File: src/rtl/nor_seq_pkg.sv
// Shared encodings for the NOR flash program/erase sequencer.
// Assumes: operation and poll-mode codes match the top-level port encoding.
package nor_seq_pkg;

    typedef enum logic [1:0] {
        OP_PROG  = 2'd0,
        OP_SECT  = 2'd1,
        OP_BLK   = 2'd2,
        OP_CHIP  = 2'd3
    } op_e;

    typedef enum logic [1:0] {
        PM_TOGGLE = 2'd0,
        PM_DATA   = 2'd1,
        PM_RDY    = 2'd2,
        PM_RDY_B  = 2'd3
    } pmode_e;

    typedef enum logic [1:0] {
        B_IDLE  = 2'd0,
        B_PULSE = 2'd1,
        B_GAP   = 2'd2
    } bus_st_e;

    typedef enum logic [2:0] {
        S_IDLE = 3'd0,
        S_CMD  = 3'd1,
        S_POLL = 3'd2,
        S_OK   = 3'd3,
        S_ERR  = 3'd4
    } seq_st_e;

    localparam logic [7:0] UNLOCK_1 = 8'hAA;
    localparam logic [7:0] UNLOCK_2 = 8'h55;
    localparam logic [7:0] CMD_PROG = 8'hA0;
    localparam logic [7:0] CMD_ERS  = 8'h80;
    localparam logic [7:0] CMD_SECT = 8'h50;
    localparam logic [7:0] CMD_BLK  = 8'h30;
    localparam logic [7:0] CMD_CHIP = 8'h10;

endpackage

File: src/rtl/nor_cmd_table.sv
// Command-cycle table: maps (operation, step index) to the address/data of
// one bus write and flags the final write of the sequence.
// Assumes: AW >= 11 so the unlock addresses fit; purely combinational.
module nor_cmd_table
    import nor_seq_pkg::*;
#(
    parameter int AW = 21
) (
    input  op_e           op,
    input  logic [2:0]    step,
    input  logic [AW-1:0] tgt_addr,
    input  logic [15:0]   tgt_data,
    output logic [AW-1:0] wr_addr,
    output logic [15:0]   wr_data,
    output logic          wr_last
);

    localparam logic [AW-1:0] ADDR_A = AW'(12'h555);
    localparam logic [AW-1:0] ADDR_B = AW'(12'h2AA);

    // Select address, data and last flag for the current step.
    always_comb begin
        wr_addr = ADDR_A;
        wr_data = {8'h00, UNLOCK_1};
        wr_last = 1'b0;
        case (step)
            3'd0: begin
                wr_addr = ADDR_A;
                wr_data = {8'h00, UNLOCK_1};
            end
            3'd1: begin
                wr_addr = ADDR_B;
                wr_data = {8'h00, UNLOCK_2};
            end
            3'd2: begin
                wr_addr = ADDR_A;
                wr_data = {8'h00, (op == OP_PROG) ? CMD_PROG : CMD_ERS};
            end
            3'd3: begin
                if (op == OP_PROG) begin
                    wr_addr = tgt_addr;
                    wr_data = tgt_data;
                    wr_last = 1'b1;
                end else begin
                    wr_addr = ADDR_A;
                    wr_data = {8'h00, UNLOCK_1};
                end
            end
            3'd4: begin
                wr_addr = ADDR_B;
                wr_data = {8'h00, UNLOCK_2};
            end
            default: begin
                wr_last = 1'b1;
                case (op)
                    OP_SECT: begin
                        wr_addr = tgt_addr;
                        wr_data = {8'h00, CMD_SECT};
                    end
                    OP_BLK: begin
                        wr_addr = tgt_addr;
                        wr_data = {8'h00, CMD_BLK};
                    end
                    default: begin
                        wr_addr = ADDR_A;
                        wr_data = {8'h00, CMD_CHIP};
                    end
                endcase
            end
        endcase
    end

endmodule

File: src/rtl/nor_bus_cycle.sv
// Single flash bus cycle engine: on go, runs one write or read with the
// strobe low for STROBE clocks, followed by one recovery clock with all
// strobes high. For reads, the two status bits are captured in the final
// strobe clock.
// Assumes: go is only raised while idle is high; STROBE >= 1.
module nor_bus_cycle
    import nor_seq_pkg::*;
#(
    parameter int AW     = 21,
    parameter int STROBE = 4
) (
    input  logic          clk,
    input  logic          rst_n,
    input  logic          go,
    input  logic          go_write,
    input  logic [AW-1:0] go_addr,
    input  logic [15:0]   go_data,
    output logic          idle,
    output logic          fin,
    output logic [1:0]    stat,
    output logic [AW-1:0] bus_addr,
    output logic [15:0]   bus_dq,
    output logic          bus_dq_oe,
    input  logic [1:0]    stat_in,
    output logic          ce_n,
    output logic          we_n,
    output logic          oe_n
);

    localparam int CW = (STROBE > 1) ? $clog2(STROBE) : 1;
    localparam logic [CW-1:0] CNT_TOP = CW'(STROBE - 1);

    bus_st_e        st_q;
    logic [CW-1:0]  cnt_q;
    logic           wr_q;

    // Cycle state, strobe counter, latched address/data and read capture.
    always_ff @(posedge clk) begin
        if (!rst_n) begin
            st_q     <= B_IDLE;
            cnt_q    <= '0;
            wr_q     <= 1'b0;
            bus_addr <= '0;
            bus_dq   <= '0;
            stat     <= '0;
        end else begin
            case (st_q)
                B_IDLE: begin
                    if (go) begin
                        st_q     <= B_PULSE;
                        cnt_q    <= CNT_TOP;
                        wr_q     <= go_write;
                        bus_addr <= go_addr;
                        bus_dq   <= go_data;
                    end
                end
                B_PULSE: begin
                    if (cnt_q == '0) begin
                        st_q <= B_GAP;
                        if (!wr_q) stat <= stat_in;
                    end else begin
                        cnt_q <= cnt_q - 1'b1;
                    end
                end
                default: st_q <= B_IDLE;
            endcase
        end
    end

    // Pin and handshake decode from the registered state.
    always_comb begin
        idle      = (st_q == B_IDLE);
        fin       = (st_q == B_GAP);
        ce_n      = !(st_q == B_PULSE);
        we_n      = !(st_q == B_PULSE && wr_q);
        oe_n      = !(st_q == B_PULSE && !wr_q);
        bus_dq_oe = (st_q != B_IDLE) && wr_q;
    end

    // a new cycle is only requested while the engine is free.
    p_go_when_idle_r5: assert property (@(posedge clk) disable iff (!rst_n)
        go |-> (st_q == B_IDLE));

    // the recovery clock always follows a strobe and ends it.
    p_gap_after_pulse_r5: assert property (@(posedge clk) disable iff (!rst_n)
        (st_q == B_GAP) |=> ce_n);

endmodule

File: src/rtl/nor_tmo_timer.sv
// Wait-phase timer: counts clocks while run is high, saturates at limit and
// flags expiry. clr restarts it. The elapsed count is exported for the
// ready-pin blanking window.
// Assumes: limit is held stable during a run.
module nor_tmo_timer #(
    parameter int TW = 24
) (
    input  logic          clk,
    input  logic          rst_n,
    input  logic          clr,
    input  logic          run,
    input  logic [TW-1:0] limit,
    output logic [TW-1:0] elapsed,
    output logic          expired
);

    // Saturating count and sticky expiry flag.
    always_ff @(posedge clk) begin
        if (!rst_n || clr) begin
            elapsed <= '0;
            expired <= 1'b0;
        end else if (run && (elapsed < limit)) begin
            elapsed <= elapsed + 1'b1;
            expired <= ((elapsed + 1'b1) >= limit);
        end
    end

    // once expired, the count no longer moves.
    p_tmo_saturate_r10: assert property (@(posedge clk) disable iff (!rst_n)
        (expired && !clr) |=> (elapsed == $past(elapsed)));

endmodule

File: src/rtl/nor_prog_seq.sv
// NOR flash program/erase sequencer (top).
// Takes one request over valid/ready, issues the command writes from
// nor_cmd_table through nor_bus_cycle, then detects completion by toggle
// bit, data polling or the ready pin. A per-class timeout is kept by
// nor_tmo_timer. Reports op_done or op_err for one clock.
// Assumes: flash_rdy is asynchronous (two-flop synchroniser inside);
// CHIP_TMO is the largest timeout and RDY_BLANK does not exceed any limit.
module nor_prog_seq
    import nor_seq_pkg::*;
#(
    parameter int AW        = 21,
    parameter int STROBE    = 4,
    parameter int PROG_TMO  = 2000,
    parameter int ERASE_TMO = 4_000_000,
    parameter int CHIP_TMO  = 8_000_000,
    parameter int RDY_BLANK = 8
) (
    input  logic          clk,
    input  logic          rst_n,
    input  logic          req_valid,
    output logic          req_ready,
    input  logic [1:0]    req_op,
    input  logic [AW-1:0] req_addr,
    input  logic [15:0]   req_data,
    input  logic [1:0]    poll_mode,
    output logic [AW-1:0] flash_addr,
    output logic [15:0]   flash_dq_out,
    output logic          flash_dq_oe,
    input  logic [15:0]   flash_dq_in,
    output logic          flash_ce_n,
    output logic          flash_we_n,
    output logic          flash_oe_n,
    input  logic          flash_rdy,
    output logic          op_done,
    output logic          op_err
);

    localparam int MAX_A = (PROG_TMO > ERASE_TMO) ? PROG_TMO : ERASE_TMO;
    localparam int MAX_T = (MAX_A > CHIP_TMO) ? MAX_A : CHIP_TMO;
    localparam int TW    = $clog2(MAX_T + 1);

    seq_st_e        st_q;
    op_e            op_q;
    pmode_e         mode_q;
    logic [AW-1:0]  addr_q;
    logic [15:0]    data_q;
    logic [2:0]     step_q;
    logic           prev6_q;
    logic           have_prev_q;
    logic           rdy_s1_q, rdy_s2_q;

    logic [AW-1:0]  cw_addr;
    logic [15:0]    cw_data;
    logic           cw_last;

    logic           bus_go, bus_idle, bus_fin;
    logic [1:0]     bus_stat;

    logic [TW-1:0]  tmo_limit, tmo_elapsed;
    logic           tmo_exp;

    logic           rd_mode, exp7, poll_hit;

    logic           unused_dq;
    assign unused_dq = ^{flash_dq_in[15:8], flash_dq_in[5:0]};

    nor_cmd_table #(.AW(AW)) u_cmd (
        .op       (op_q),
        .step     (step_q),
        .tgt_addr (addr_q),
        .tgt_data (data_q),
        .wr_addr  (cw_addr),
        .wr_data  (cw_data),
        .wr_last  (cw_last)
    );

    nor_bus_cycle #(.AW(AW), .STROBE(STROBE)) u_bus (
        .clk       (clk),
        .rst_n     (rst_n),
        .go        (bus_go),
        .go_write  (st_q == S_CMD),
        .go_addr   ((st_q == S_CMD) ? cw_addr : addr_q),
        .go_data   (cw_data),
        .idle      (bus_idle),
        .fin       (bus_fin),
        .stat      (bus_stat),
        .bus_addr  (flash_addr),
        .bus_dq    (flash_dq_out),
        .bus_dq_oe (flash_dq_oe),
        .stat_in   (flash_dq_in[7:6]),
        .ce_n      (flash_ce_n),
        .we_n      (flash_we_n),
        .oe_n      (flash_oe_n)
    );

    nor_tmo_timer #(.TW(TW)) u_tmo (
        .clk     (clk),
        .rst_n   (rst_n),
        .clr     (st_q != S_POLL),
        .run     (st_q == S_POLL),
        .limit   (tmo_limit),
        .elapsed (tmo_elapsed),
        .expired (tmo_exp)
    );

    // Timeout limit chosen by operation class.
    always_comb begin
        case (op_q)
            OP_PROG: tmo_limit = TW'(PROG_TMO);
            OP_CHIP: tmo_limit = TW'(CHIP_TMO);
            default: tmo_limit = TW'(ERASE_TMO);
        endcase
    end

    // Poll decode: read-based mode, DQ7 reference and per-read hit test.
    always_comb begin
        rd_mode  = (mode_q == PM_TOGGLE) || (mode_q == PM_DATA);
        exp7     = (op_q == OP_PROG) ? data_q[7] : 1'b1;
        poll_hit = (mode_q == PM_TOGGLE) ? (have_prev_q && (bus_stat[0] == prev6_q))
                                         : (bus_stat[1] == exp7);
        bus_go   = bus_idle && ((st_q == S_CMD) ||
                                (st_q == S_POLL && rd_mode && !tmo_exp));
    end

    // Two-flop synchroniser for the asynchronous ready pin.
    always_ff @(posedge clk) begin
        if (!rst_n) begin
            rdy_s1_q <= 1'b0;
            rdy_s2_q <= 1'b0;
        end else begin
            rdy_s1_q <= flash_rdy;
            rdy_s2_q <= rdy_s1_q;
        end
    end

    // Sequencer state machine: accept, command writes, poll, report.
    always_ff @(posedge clk) begin
        if (!rst_n) begin
            st_q        <= S_IDLE;
            op_q        <= OP_PROG;
            mode_q      <= PM_TOGGLE;
            addr_q      <= '0;
            data_q      <= '0;
            step_q      <= '0;
            prev6_q     <= 1'b0;
            have_prev_q <= 1'b0;
        end else begin
            case (st_q)
                S_IDLE: begin
                    if (req_valid) begin
                        st_q   <= S_CMD;
                        op_q   <= op_e'(req_op);
                        mode_q <= pmode_e'(poll_mode);
                        addr_q <= req_addr;
                        data_q <= req_data;
                        step_q <= '0;
                    end
                end
                S_CMD: begin
                    if (bus_fin) begin
                        if (cw_last) begin
                            st_q        <= S_POLL;
                            have_prev_q <= 1'b0;
                        end else begin
                            step_q <= step_q + 1'b1;
                        end
                    end
                end
                S_POLL: begin
                    if (rd_mode) begin
                        if (bus_fin) begin
                            prev6_q     <= bus_stat[0];
                            have_prev_q <= 1'b1;
                            if (poll_hit) st_q <= S_OK;
                        end else if (tmo_exp && bus_idle) begin
                            st_q <= S_ERR;
                        end
                    end else begin
                        if (rdy_s2_q && (tmo_elapsed >= TW'(RDY_BLANK))) st_q <= S_OK;
                        else if (tmo_exp) st_q <= S_ERR;
                    end
                end
                default: st_q <= S_IDLE;
            endcase
        end
    end

    // Handshake and report outputs.
    always_comb begin
        req_ready = (st_q == S_IDLE);
        op_done   = (st_q == S_OK);
        op_err    = (st_q == S_ERR);
    end

    // idle means the bus is quiet and nothing is being reported.
    p_ready_quiet_r1: assert property (@(posedge clk) disable iff (!rst_n)
        req_ready |-> (flash_ce_n && !op_done && !op_err));

    // address held stable across a strobe.
    p_addr_stable_r5: assert property (@(posedge clk) disable iff (!rst_n)
        (!flash_ce_n && $past(!flash_ce_n)) |-> $stable(flash_addr));

    // write data held stable across the write strobe.
    p_data_stable_r5: assert property (@(posedge clk) disable iff (!rst_n)
        (!flash_we_n && $past(!flash_we_n)) |-> ($stable(flash_dq_out) && flash_dq_oe));

    // write and read strobes never overlap.
    p_strobe_excl_r5: assert property (@(posedge clk) disable iff (!rst_n)
        !(!flash_we_n && !flash_oe_n));

    // ready-pin mode never reads the flash.
    p_no_read_r8: assert property (@(posedge clk) disable iff (!rst_n)
        (st_q == S_POLL && !rd_mode) |-> flash_oe_n);

    // done is a single-clock pulse followed by idle.
    p_done_pulse_r9: assert property (@(posedge clk) disable iff (!rst_n)
        op_done |=> (!op_done && req_ready));

    // error is a single-clock pulse followed by idle, never with done.
    p_err_pulse_r10: assert property (@(posedge clk) disable iff (!rst_n)
        op_err |=> (!op_err && !op_done && req_ready));

endmodule

File: config.mk
export PLATFORM = sky130hd
export DESIGN_NAME = nor_prog_seq
export DESIGN_NICKNAME = d
export VERILOG_FILES = /design/src/rtl/nor_seq_pkg.sv /design/src/rtl/nor_cmd_table.sv /design/src/rtl/nor_bus_cycle.sv /design/src/rtl/nor_tmo_timer.sv /design/src/rtl/nor_prog_seq.sv
export SDC_FILE = /design/constraint.sdc
export NUM_CORES = 1
export LEC_CHECK = 0
export ABC_AREA = 1
export BUFFER_PORTS_ARGS = -buffer_cell sky130_fd_sc_hd__buf_4
export CORE_ASPECT_RATIO = 1.5
export CORE_MARGIN = 3
export CORE_UTILIZATION = 40
export DETAILED_ROUTE_END_ITERATION = 6
export PLACE_DENSITY = 0.56
export SYNTH_ARGS = -nofsm -noshare
export SYNTH_HDL_FRONTEND = slang
export SYNTH_SLANG_ARGS = --single-unit
File: constraint.sdc
create_clock -name clk -period 7.25 [get_ports clk]
set_clock_uncertainty 0.2 [all_clocks]
set_input_delay 0.3625 -clock clk [delete_from_list [all_inputs] [get_ports clk]]
set_output_delay 0.3625 -clock clk [all_outputs]
set_load 0.1 [all_outputs]
## Yosys cells after proc, flatten, opt, wreduce, memory -nomap -nowiden

Cells that the tools add are included.

- Reduce and logical (&&, ||, !) cells: 42
- $add $sub $neg: 3
- Multiplexer cells: 38
- Magnitude comparators: 3
- Bitwise operators: 1
- Eq/ne operators: 29

Operators with widths:

| kind | count |
|---|---|
| 16-bit case mux with 4 select lines | 1 |
| 21-bit two-way mux | 3 |
| 21-bit case mux with 3 select lines | 1 |
| 23-bit case mux with 2 select lines | 1 |
| 3-bit two-way mux | 12 |
| 23-bit by 1-bit adder with 23-bit output, second input constant | 1 |
| 23-bit greater-or-equal comparator | 1 |
| 23-bit by 4-bit greater-or-equal comparator with 1-bit output, second input constant | 1 |
| 23-bit < comparator | 1 |
| 16-bit two-way mux | 1 |
| 2-bit != test, second input constant | 8 |
| 7-bit case mux with 2 select lines | 1 |
| 3-bit by 2-bit equality test with 1-bit output, second input constant | 4 |
| 4-bit != test, second input constant | 3 |
| 1-bit logical AND | 10 |
| 3-bit case mux with 3 select lines | 1 |
| 3-bit AND reduction | 3 |
| 2-bit logical NOT | 4 |
| 2-bit two-way mux | 4 |
| 2-bit case mux with 2 select lines | 2 |
| 2-bit nonzero test | 4 |
| 1-bit two-way mux | 7 |
| 2-bit by 1-bit equality test with 1-bit output, second input constant | 3 |
| 2-bit equality test, second input constant | 3 |
| 20 further kinds | 36 |

- Output and inout port bits: 44
- Logic and storage cells: 134
- Bits in registers: 119
- Bits of input ports: 61

## Longest topological paths before layout

Gate-level depths: netlist (run 1).

- Word-level depth: 8
- Gate-level depth with buffers: 17

## Cells and area by module

A second synthesis (run 1) with hierarchy kept.

- Cells, all modules: 1250
- Area total of the unflattened synthesis: 7993.9 µm²

By module, submodules not included:

| module | seq. area each (µm²) | cells an instance | instances | area each (µm²) |
|---|---|---|---|---|
| nor_tmo_timer | 480.5 | 480 | 1 | 2856.5 |
| nor_prog_seq | 1021.0 | 347 | 1 | 2458.6 |
| nor_bus_cycle | 880.8 | 255 | 1 | 1869.3 |
| nor_cmd_table | 0.0 | 168 | 1 | 809.5 |

## Worst setup path before layout (run 1)

OpenSTA, ideal clock, no wires.

- Path type: register -> output
- From: register st_q[2]
- To: output port op_err
- Stages on the path, launching flop included: 2
- Slack: 3994 ps
- Path buffers: 0
- Arrival time: 2694 ps
- Path through: dfxtp_1 > nor3b_1

- Cells in the longest elaborated chain, start to end: 1

RTL lines:

| element | RTL line | text |
|---|---|---|
| from (decl) | nor_prog_seq.sv:42 | `seq_st_e st_q;` |
| from (signal assigned) | nor_prog_seq.sv:139 | `st_q <= S_IDLE;` |
| from (signal assigned) | nor_prog_seq.sv:151 | `st_q <= S_CMD;` |
| from (signal assigned) | nor_prog_seq.sv:162 | `st_q <= S_POLL;` |
| 3-bit equality test | nor_prog_seq.sv:192 | `op_err = (st_q == S_ERR);` |
| to (decl) | nor_prog_seq.sv:35 | `output logic op_err` |

No other way between the ends.

## Worst setup path in the final report (run 1)

- From: register op_q[0]
- To: register u_tmo.elapsed[11]

- Cells in the longest elaborated chain, start to end: 4

RTL lines:

| element | RTL line | text |
|---|---|---|
| from (decl) | nor_prog_seq.sv:43 | `op_e op_q;` |
| from (signal assigned) | nor_prog_seq.sv:152 | `op_q <= op_e'(req_op);` |
| 2-bit equality test / 2-bit logical NOT (equally long branches) | nor_prog_seq.sv:108 | `case (op_q)` |
| 23-bit case mux with 2 select lines * | nor_prog_seq.sv:108 |  |
| 23-bit < comparator * | nor_tmo_timer.sv:22 | `end else if (run && (elapsed < limit)) begin` |
| 1-bit logical AND * | nor_tmo_timer.sv:22 |  |
| to (signal assigned) | nor_tmo_timer.sv:23 | `elapsed <= elapsed + 1'b1;` |
| to (decl) | nor_tmo_timer.sv:13 | `output logic [TW-1:0] elapsed,` |

Every way passes the cells marked *; elsewhere a longest branch is shown, timed or not.
A chain may end at the register's enable or synchronous reset.

==> results.md, run 1 <==
- Fin. max-slew vios: 0
- Number of CTS-inserted buffers: 17
- Seq/Total Area, Yosys: 0.389
- Global Route Usage Sum: 0.212
- Drt total wl: roughly 18000 um
- Cell variety after synth: 42
- TritonCTS clock tree: built
- Fmax: ~250 MHz
- Worst path arrival time: approximately 4.1 ns
- # diodes: 0
- Area Overhead vs Synth: 22.5%
- Worst vdd rail ir drop: approximately 0.00031 V
- Delay-heaviest family, CP: simple AND/OR/NAND/NOR gates
- Vias in the first global route: 5807
- Drc violations: 0
- CTS sink count: roughly 120
- WP buf/inv: 3
- CP Capture Type: flop
- CP max FO: 26
- Crit-path slowest cell: inv_2
- Setup Viol. Count Final: 0
- Max-cap violations: 0
- Core region area: between 10000 and 15000 um2
- # port buffers: 90
- Setup Total Neg Slack: 0 ns
- Sequential Power Share: 0.252
- Share of total power in combinational logic: 0.515
- Clock Latency Late Sink: slightly above 0.4 ns
- Commonest non-fill, non-tap cell in the layout: nand2_1
- 1st-pass router iterations: 5
- Slew @ Worst Pin: ~0.93 ns
- Largest area contributor in the netlist: dfxtp_1
- Psw: ~1.9 mW
- Switching Fraction: 0.522
- Share of the synthesized area in the top cell type: 0.389
- Startpoint class of the critical path: flop
- H-tree depth: 4
- Tmin final: approximately 4.0 ns
- Largest net degree at the start of global routing: 63
- Reg clk slew, reported paths: around 0.070 ns
- Hold Fails Final Rpt: 0
- Nets: roughly 1000
- Internal power: between 1.5 and 2 mW
- Cell Area, Placed: 6880 um2
- Placed Instances: 1088
- Clk pwr share: 0.233
- Post-CTS Setup Repair Bufs: 0
- Period utilization: 0.549
- Die width: around 110 um
- Starting Density: 0.414
- Synthesized area: approximately 6100 um2
- WHS: around 0.033 ns
- Antenna viol nets, final: 0
- Die Area: 16900 um2
- Synthesized area per cell: ~7.3 um2
- Top post-synthesis cells by area: dfxtp_1 39%, nand2_1 11%, a21oi_1 9.7%
- Cells after synthesis: about 840
- Register bit count reported by yosys: about 120
- Hold Path Class: primary input to flop
- GRT Residual Overflow: 0
- CP Data Required Time: about 7.4 ns
- Max clock buf depth: 2
- Row cnt: 54
- Fillcell total: approximately 1500
- Relative slew slack: 0.377
- Initial antenna violation count: 0
- CP Class: flop to flop
- Static leakage: 3.25 nW
- Leading cell types in the layout, fill and taps excluded: 183 x nand2_1, 119 x a21oi_1, 119 x dfxtp_1
- RSZ-0062 raised after global routing: no
- Crit path cell chain: inv_1 > ha_1 > inv_2 > ha_1 > nand2_1 > a21oi_1 > nor2_1 > nand2_1 > nand2_1 > nand2_1 > nand2_1 > nand4_2 > inv_2 > nand2_1 > a21oi_1
- Routed vias/inst: slightly above 5
- First-pass GRT wire length: about 29000 um
- Layout cells sized above 1: 0.183
- Clock Root Buffer: clkbuf_16
- Max stage delay on crit path: 0.67 ns
- Detailed-placement wirelength estimate: ~12000 um
- Chip Height: between 150 and 200 um
- First DRT Iteration DRCs: 260
- Fin area: approximately 7500 um2
- Status: completed
- Avg WL per Cell: roughly 16 um
- Crit-path most repeated cell: nand2_1
- Syn. warnings: 0
- Gpl congestion: between 0.8 and 0.9
- Syn_nets: about 940
- Pwr/cell area: a little under 500 nW/um2
- Final cell count without fillers: 1123
- Top Ports: 105
- Routed vias: a little under 6000
[worst reg2reg max path, delay by kind of cell (launching register included)]
kind	cells	cell delay [ns]
adders and majority gates	2	0.98
DFF	1	0.34
buffers and inverters	3	1.06
and+or+nand+nor	8	1.14
AOI/OAI and AO/OA	2	0.19
[path summary, 6_finish.rpt]
check / from / cells after the start / endpoint / slack, ns
worst max-delay path: op_q[0]$_SDFFE_PN0P_ / 15 / u_tmo.elapsed[11]$_SDFFE_PP0P_ / 3.27
worst min-delay path: req_data[13] / 3 / data_q[13]$_SDFFE_PN0P_ / 0.03
worst max register to register: op_q[0]$_SDFFE_PN0P_ / 15 / u_tmo.elapsed[11]$_SDFFE_PP0P_ / 3.27
worst min register to register: rdy_s1_q$_SDFF_PN0_ / 2 / rdy_s2_q$_SDFF_PN0_ / 0.22
[layer usage]
metal | up-vias | part of all wire | routed length, um | GRT usage
met1 | 2737 | 0.40 | 7080 | 0.227
met5 | - | 0 | 0 | 0
met3 | 24 | 0.050 | 881 | 0.0579
met2 | 126 | 0.52 | 9180 | 0.394
li1 | 2948 | - | - | -
met4 | 0 | 0.021 | 374 | 0.0804
[cell type report]
cell class	count	area [um2]	share of cell area
multi-input combinational	597	3240	0.432
sequential	119	2380	0.317
timing repair buffer	96	728	0.0970
clock buffer	18	429	0.0572
inverter	83	312	0.0415
tap	196	245	0.0327
clock inverter	14	166	0.0222
[flip-flops by register name, indices dropped and copies added, names as in the netlist]
signal and cells:
op_q 2, mode_q 2, u_bus.stat 2, u_bus.cnt_q 2, u_tmo.expired 1, st_q 3
addr_q 21, step_q 3, have_prev_q 1, u_bus.wr_q 1, rdy_s1_q 1, u_bus.bus_addr 21
prev6_q 1, u_bus.st_q 2, u_bus.bus_dq 16, rdy_s2_q 1, data_q 16, u_tmo.elapsed 23
[cell families (layout without fill, tap and decap cells)]
kind of cell / after synthesis / count (layout) / share of synthesized area
simple gates: 333 / 333 / 0.244
compound gates: 208 / 208 / 0.181
buf+inv: 120 / 211 / 0.0815
flops: 119 / 119 / 0.389
fa+ha+maj: 41 / 41 / 0.0837
xor+xnor: 15 / 15 / 0.0214
[timing repair]
action	4_1_cts	5_1_grt
hold endpoints to repair	3	0
hold buffers	3	0
gates resized for setup	0	0
[power groups by stage]
stage,Clock [mW],Combinational [mW],Sequential [mW]
finish,0.859,1.89,0.926
global route,0.904,2.04,0.948
CTS,0.875,1.91,0.926
detailed placement,0,1.90,0.936
global placement,0,1.88,0.930
floorplan,0,0.853,1.57
[cells in the mapped netlist, drive strengths merged]
| master | n |
|---|---|
| o22ai | 5 |
| o21a | 1 |
| nand3 | 54 |
| inv | 83 |
| buf | 20 |
| nand2 | 192 |
| nor2 | 60 |
| a21boi | 1 |
| ha | 41 |
| o21ai | 63 |
| a31oi | 8 |
| nor3 | 8 |
| nor4 | 3 |
| nor3b | 1 |
| dfxtp | 119 |
| or2 | 1 |
| clkbuf | 17 |
| a21o | 1 |
| o31ai | 1 |
| xor2 | 15 |
| a211oi | 4 |
| a311oi | 1 |
| a22oi | 1 |
| nand4 | 14 |
| a21oi | 120 |
| a221oi | 1 |
| o211ai | 1 |
[stage by stage]
step           worst slack, ns  utilization  power [mW]
3_3_place_gp              3.43        0.465        2.81
6_report                  3.27        0.507        3.68
4_1_cts                   3.27        0.507        3.71
2_1_floorplan             3.99            -        2.42
3_5_place_dp              3.32        0.465        2.83
5_1_grt                   2.96        0.507        3.89
Power figures use the tool's default switching activity.
==> inputs of run 2 (changes only) <==
==> constraint.sdc (replaced) <==
create_clock -name clk -period 4.1 [get_ports clk]
set_clock_uncertainty 0.2 [all_clocks]
set_input_delay 0.205 -clock clk [delete_from_list [all_inputs] [get_ports clk]]
set_output_delay 0.205 -clock clk [all_outputs]
set_load 0.1 [all_outputs]
==> results.md, run 2 (synthesized netlist as in run 1, its figures left out) <==
- Drt total wl: approximately 18000 um
- Starting Density: 0.414
- CP Capture Type: flop
- Fmax: 326 MHz
- H-tree depth: 4
- Switching Fraction: 0.514
- Psw: 3.40 mW
- TritonCTS clock tree: built
- Area Overhead vs Synth: 30.1%
- Hold Path Stages: 3
- Number of CTS-inserted buffers: 17
- Commonest non-fill, non-tap cell in the layout: nand2_1
- Worst vdd rail ir drop: around 0.001 V
- Sequential Power Share: 0.247
- Chip Height: ~160 um
- RSZ-0062 raised after global routing: no
- Static leakage: roughly 3.5 nW
- Core region area: between 10000 and 15000 um2
- Period utilization: 0.749
- Final worst setup slack: roughly 1.0 ns
- Worst path arrival time: roughly 3.2 ns
- Vias in the first global route: between 6000 and 7000
- WHS: between 0.07 and 0.08 ns
- Clock Latency Late Sink: about 0.42 ns
- Setup Viol. Count Final: 0
- Die Area: around 17000 um2
- Cells on worst reg2reg path: 14
- Startpoint class of the critical path: flop
- Max reg flops: 23
- Status: completed
- Avg WL per Cell: approximately 15 um
- Slew @ Worst Pin: between 0.8 and 0.9 ns
- Max clock buf depth: 2
- Internal power: ~3.2 mW
- Leading cell types in the layout, fill and taps excluded: 183 x nand2_1, 119 x a21oi_1, 119 x dfxtp_1
- Fin. max-slew vios: 0
- M1 GR Usage: 0.238
- CP Class: flop to flop
- Nets: 1061
- Top Ports: roughly 110
- Routed vias: between 6000 and 7000
- GR Util met3: 0.0529
- Global Route Usage Sum: 0.219
- GRT Residual Overflow: 0
- Gpl congestion: ~0.87
- Most Crowded Layer GR: met2
- Clock Root Buffer: clkbuf_16
- CP Data Required Time: about 4.2 ns
- Relative slew slack: 0.402
- Fillcell total: approximately 1400
- Worst Hold Launch: rst_n
- Pwr/cell area: between 800 and 900 nW/um2
- Largest net degree at the start of global routing: 53
- CP max FO: 14
- 1st-pass router iterations: 5
- # diodes: 0
- R2R Setup Slk: 1.03 ns
- Routed vias/inst: just over 5
- First-pass GRT wire length: 29300 um
- Die width: roughly 110 um
- Hold Fails Final Rpt: 0
- Tmin final: 3.07 ns
- Met2 usage in global routing: 0.405
- Layout cells sized above 1: 0.179
- Hold Path Class: primary input to flop
- Clk pwr share: 0.237
- Hold EP: rdy_s1_q$_SDFF_PN0_
- Row cnt: 54
- RR Startpoint: op_q[0]$_SDFFE_PN0P_
- Largest reg by FF count: u_tmo.elapsed
- Setup Total Neg Slack: 0 ns
- Reg clk slew, reported paths: 0.06 ns
- Largest regs: u_tmo.elapsed: 23 flops, addr_q: 21 flops, u_bus.bus_addr: 21 flops
- Share of total power in combinational logic: 0.515
- Detailed-placement wirelength estimate: 12200 um
- Post-cts repair resize count: 0
- First DRT Iteration DRCs: about 270
- Max-cap violations: 0
- Drc violations: 0
- Antenna viol nets, final: 0
- Hold_buf cts: 44
- Post-CTS Setup Repair Bufs: 0
- Worst R2R End: u_tmo.elapsed[20]$_SDFFE_PP0P_
- CTS sink count: 119
- # port buffers: 90
- Pre-CTS worst setup slack: slightly above 1 ns
- Initial antenna violation count: 0
run 2: stage by stage:
step / util / power (mW) / cell area (um2) / std cells
after global routing: 0.539 / 6.99 / 7970 / 1168
final: 0.539 / 6.62 / 7970 / 1168
after floorplan: - / 4.28 / 6130 / 836
after global placement: 0.467 / 4.99 / 6910 / 1092
after CTS: 0.539 / 6.66 / 7970 / 1168
after detailed placement: 0.467 / 5.03 / 6910 / 1092
run 2: how the worst max path moves through the flow:
stage / startpoint / end / cells past startpoint
floorplan: st_q[2]$_SDFFE_PN0P_ / op_err / 1
global placement: op_q[0]$_SDFFE_PN0P_ / u_tmo.elapsed[9]$_SDFFE_PP0P_ / 14
detailed placement: u_tmo.elapsed[1]$_SDFFE_PP0P_ / u_tmo.expired$_SDFFE_PP0P_ / 14
CTS: u_tmo.elapsed[1]$_SDFFE_PP0P_ / u_tmo.expired$_SDFFE_PP0P_ / 14
global route: u_tmo.elapsed[1]$_SDFFE_PP0P_ / u_tmo.expired$_SDFFE_PP0P_ / 14
finish: op_q[0]$_SDFFE_PN0P_ / u_tmo.elapsed[20]$_SDFFE_PP0P_ / 14
run 2: critical path: stages (launching register included):
cell and delay (ns):
dfxtp_1 0.36, inv_1 0.09, ha_1 0.35, inv_1 0.27
ha_1 0.31, nand2_1 0.07, inv_1 0.04, o21ai_1 0.10
nand2_1 0.07, a21oi_1 0.18, nand4_2 0.35, inv_2 0.15
buf_4 0.22, nand2_1 0.07, a21oi_1 0.13
run 2: cell type report:
cell class | count | area (um2) | share of cell area
Multi-Input combinational cell | 597 | 3240 | 0.407
Sequential cell | 119 | 2380 | 0.299
Timing Repair Buffer | 141 | 1170 | 0.147
Clock buffer | 18 | 429 | 0.0538
Inverter | 83 | 312 | 0.0391
Tap cell | 196 | 245 | 0.0308
Clock inverter | 14 | 190 | 0.0239
run 2: power groups by stage:
stage | clock network [mW] | registers (mW) | logic [mW]
finish | 1.57 | 1.64 | 3.41
global route | 1.65 | 1.67 | 3.67
CTS | 1.60 | 1.64 | 3.42
detailed placement | 0 | 1.65 | 3.38
global placement | 0 | 1.64 | 3.34
floorplan | 0 | 2.77 | 1.51
run 2: metal layers:
layer,share of wire,vias to the layer above,wire [um]
li1,-,3046,-
met5,0,-,0
met3,0.045,25,793
met4,0.023,0,408
met1,0.40,2815,7050
met2,0.53,144,9450
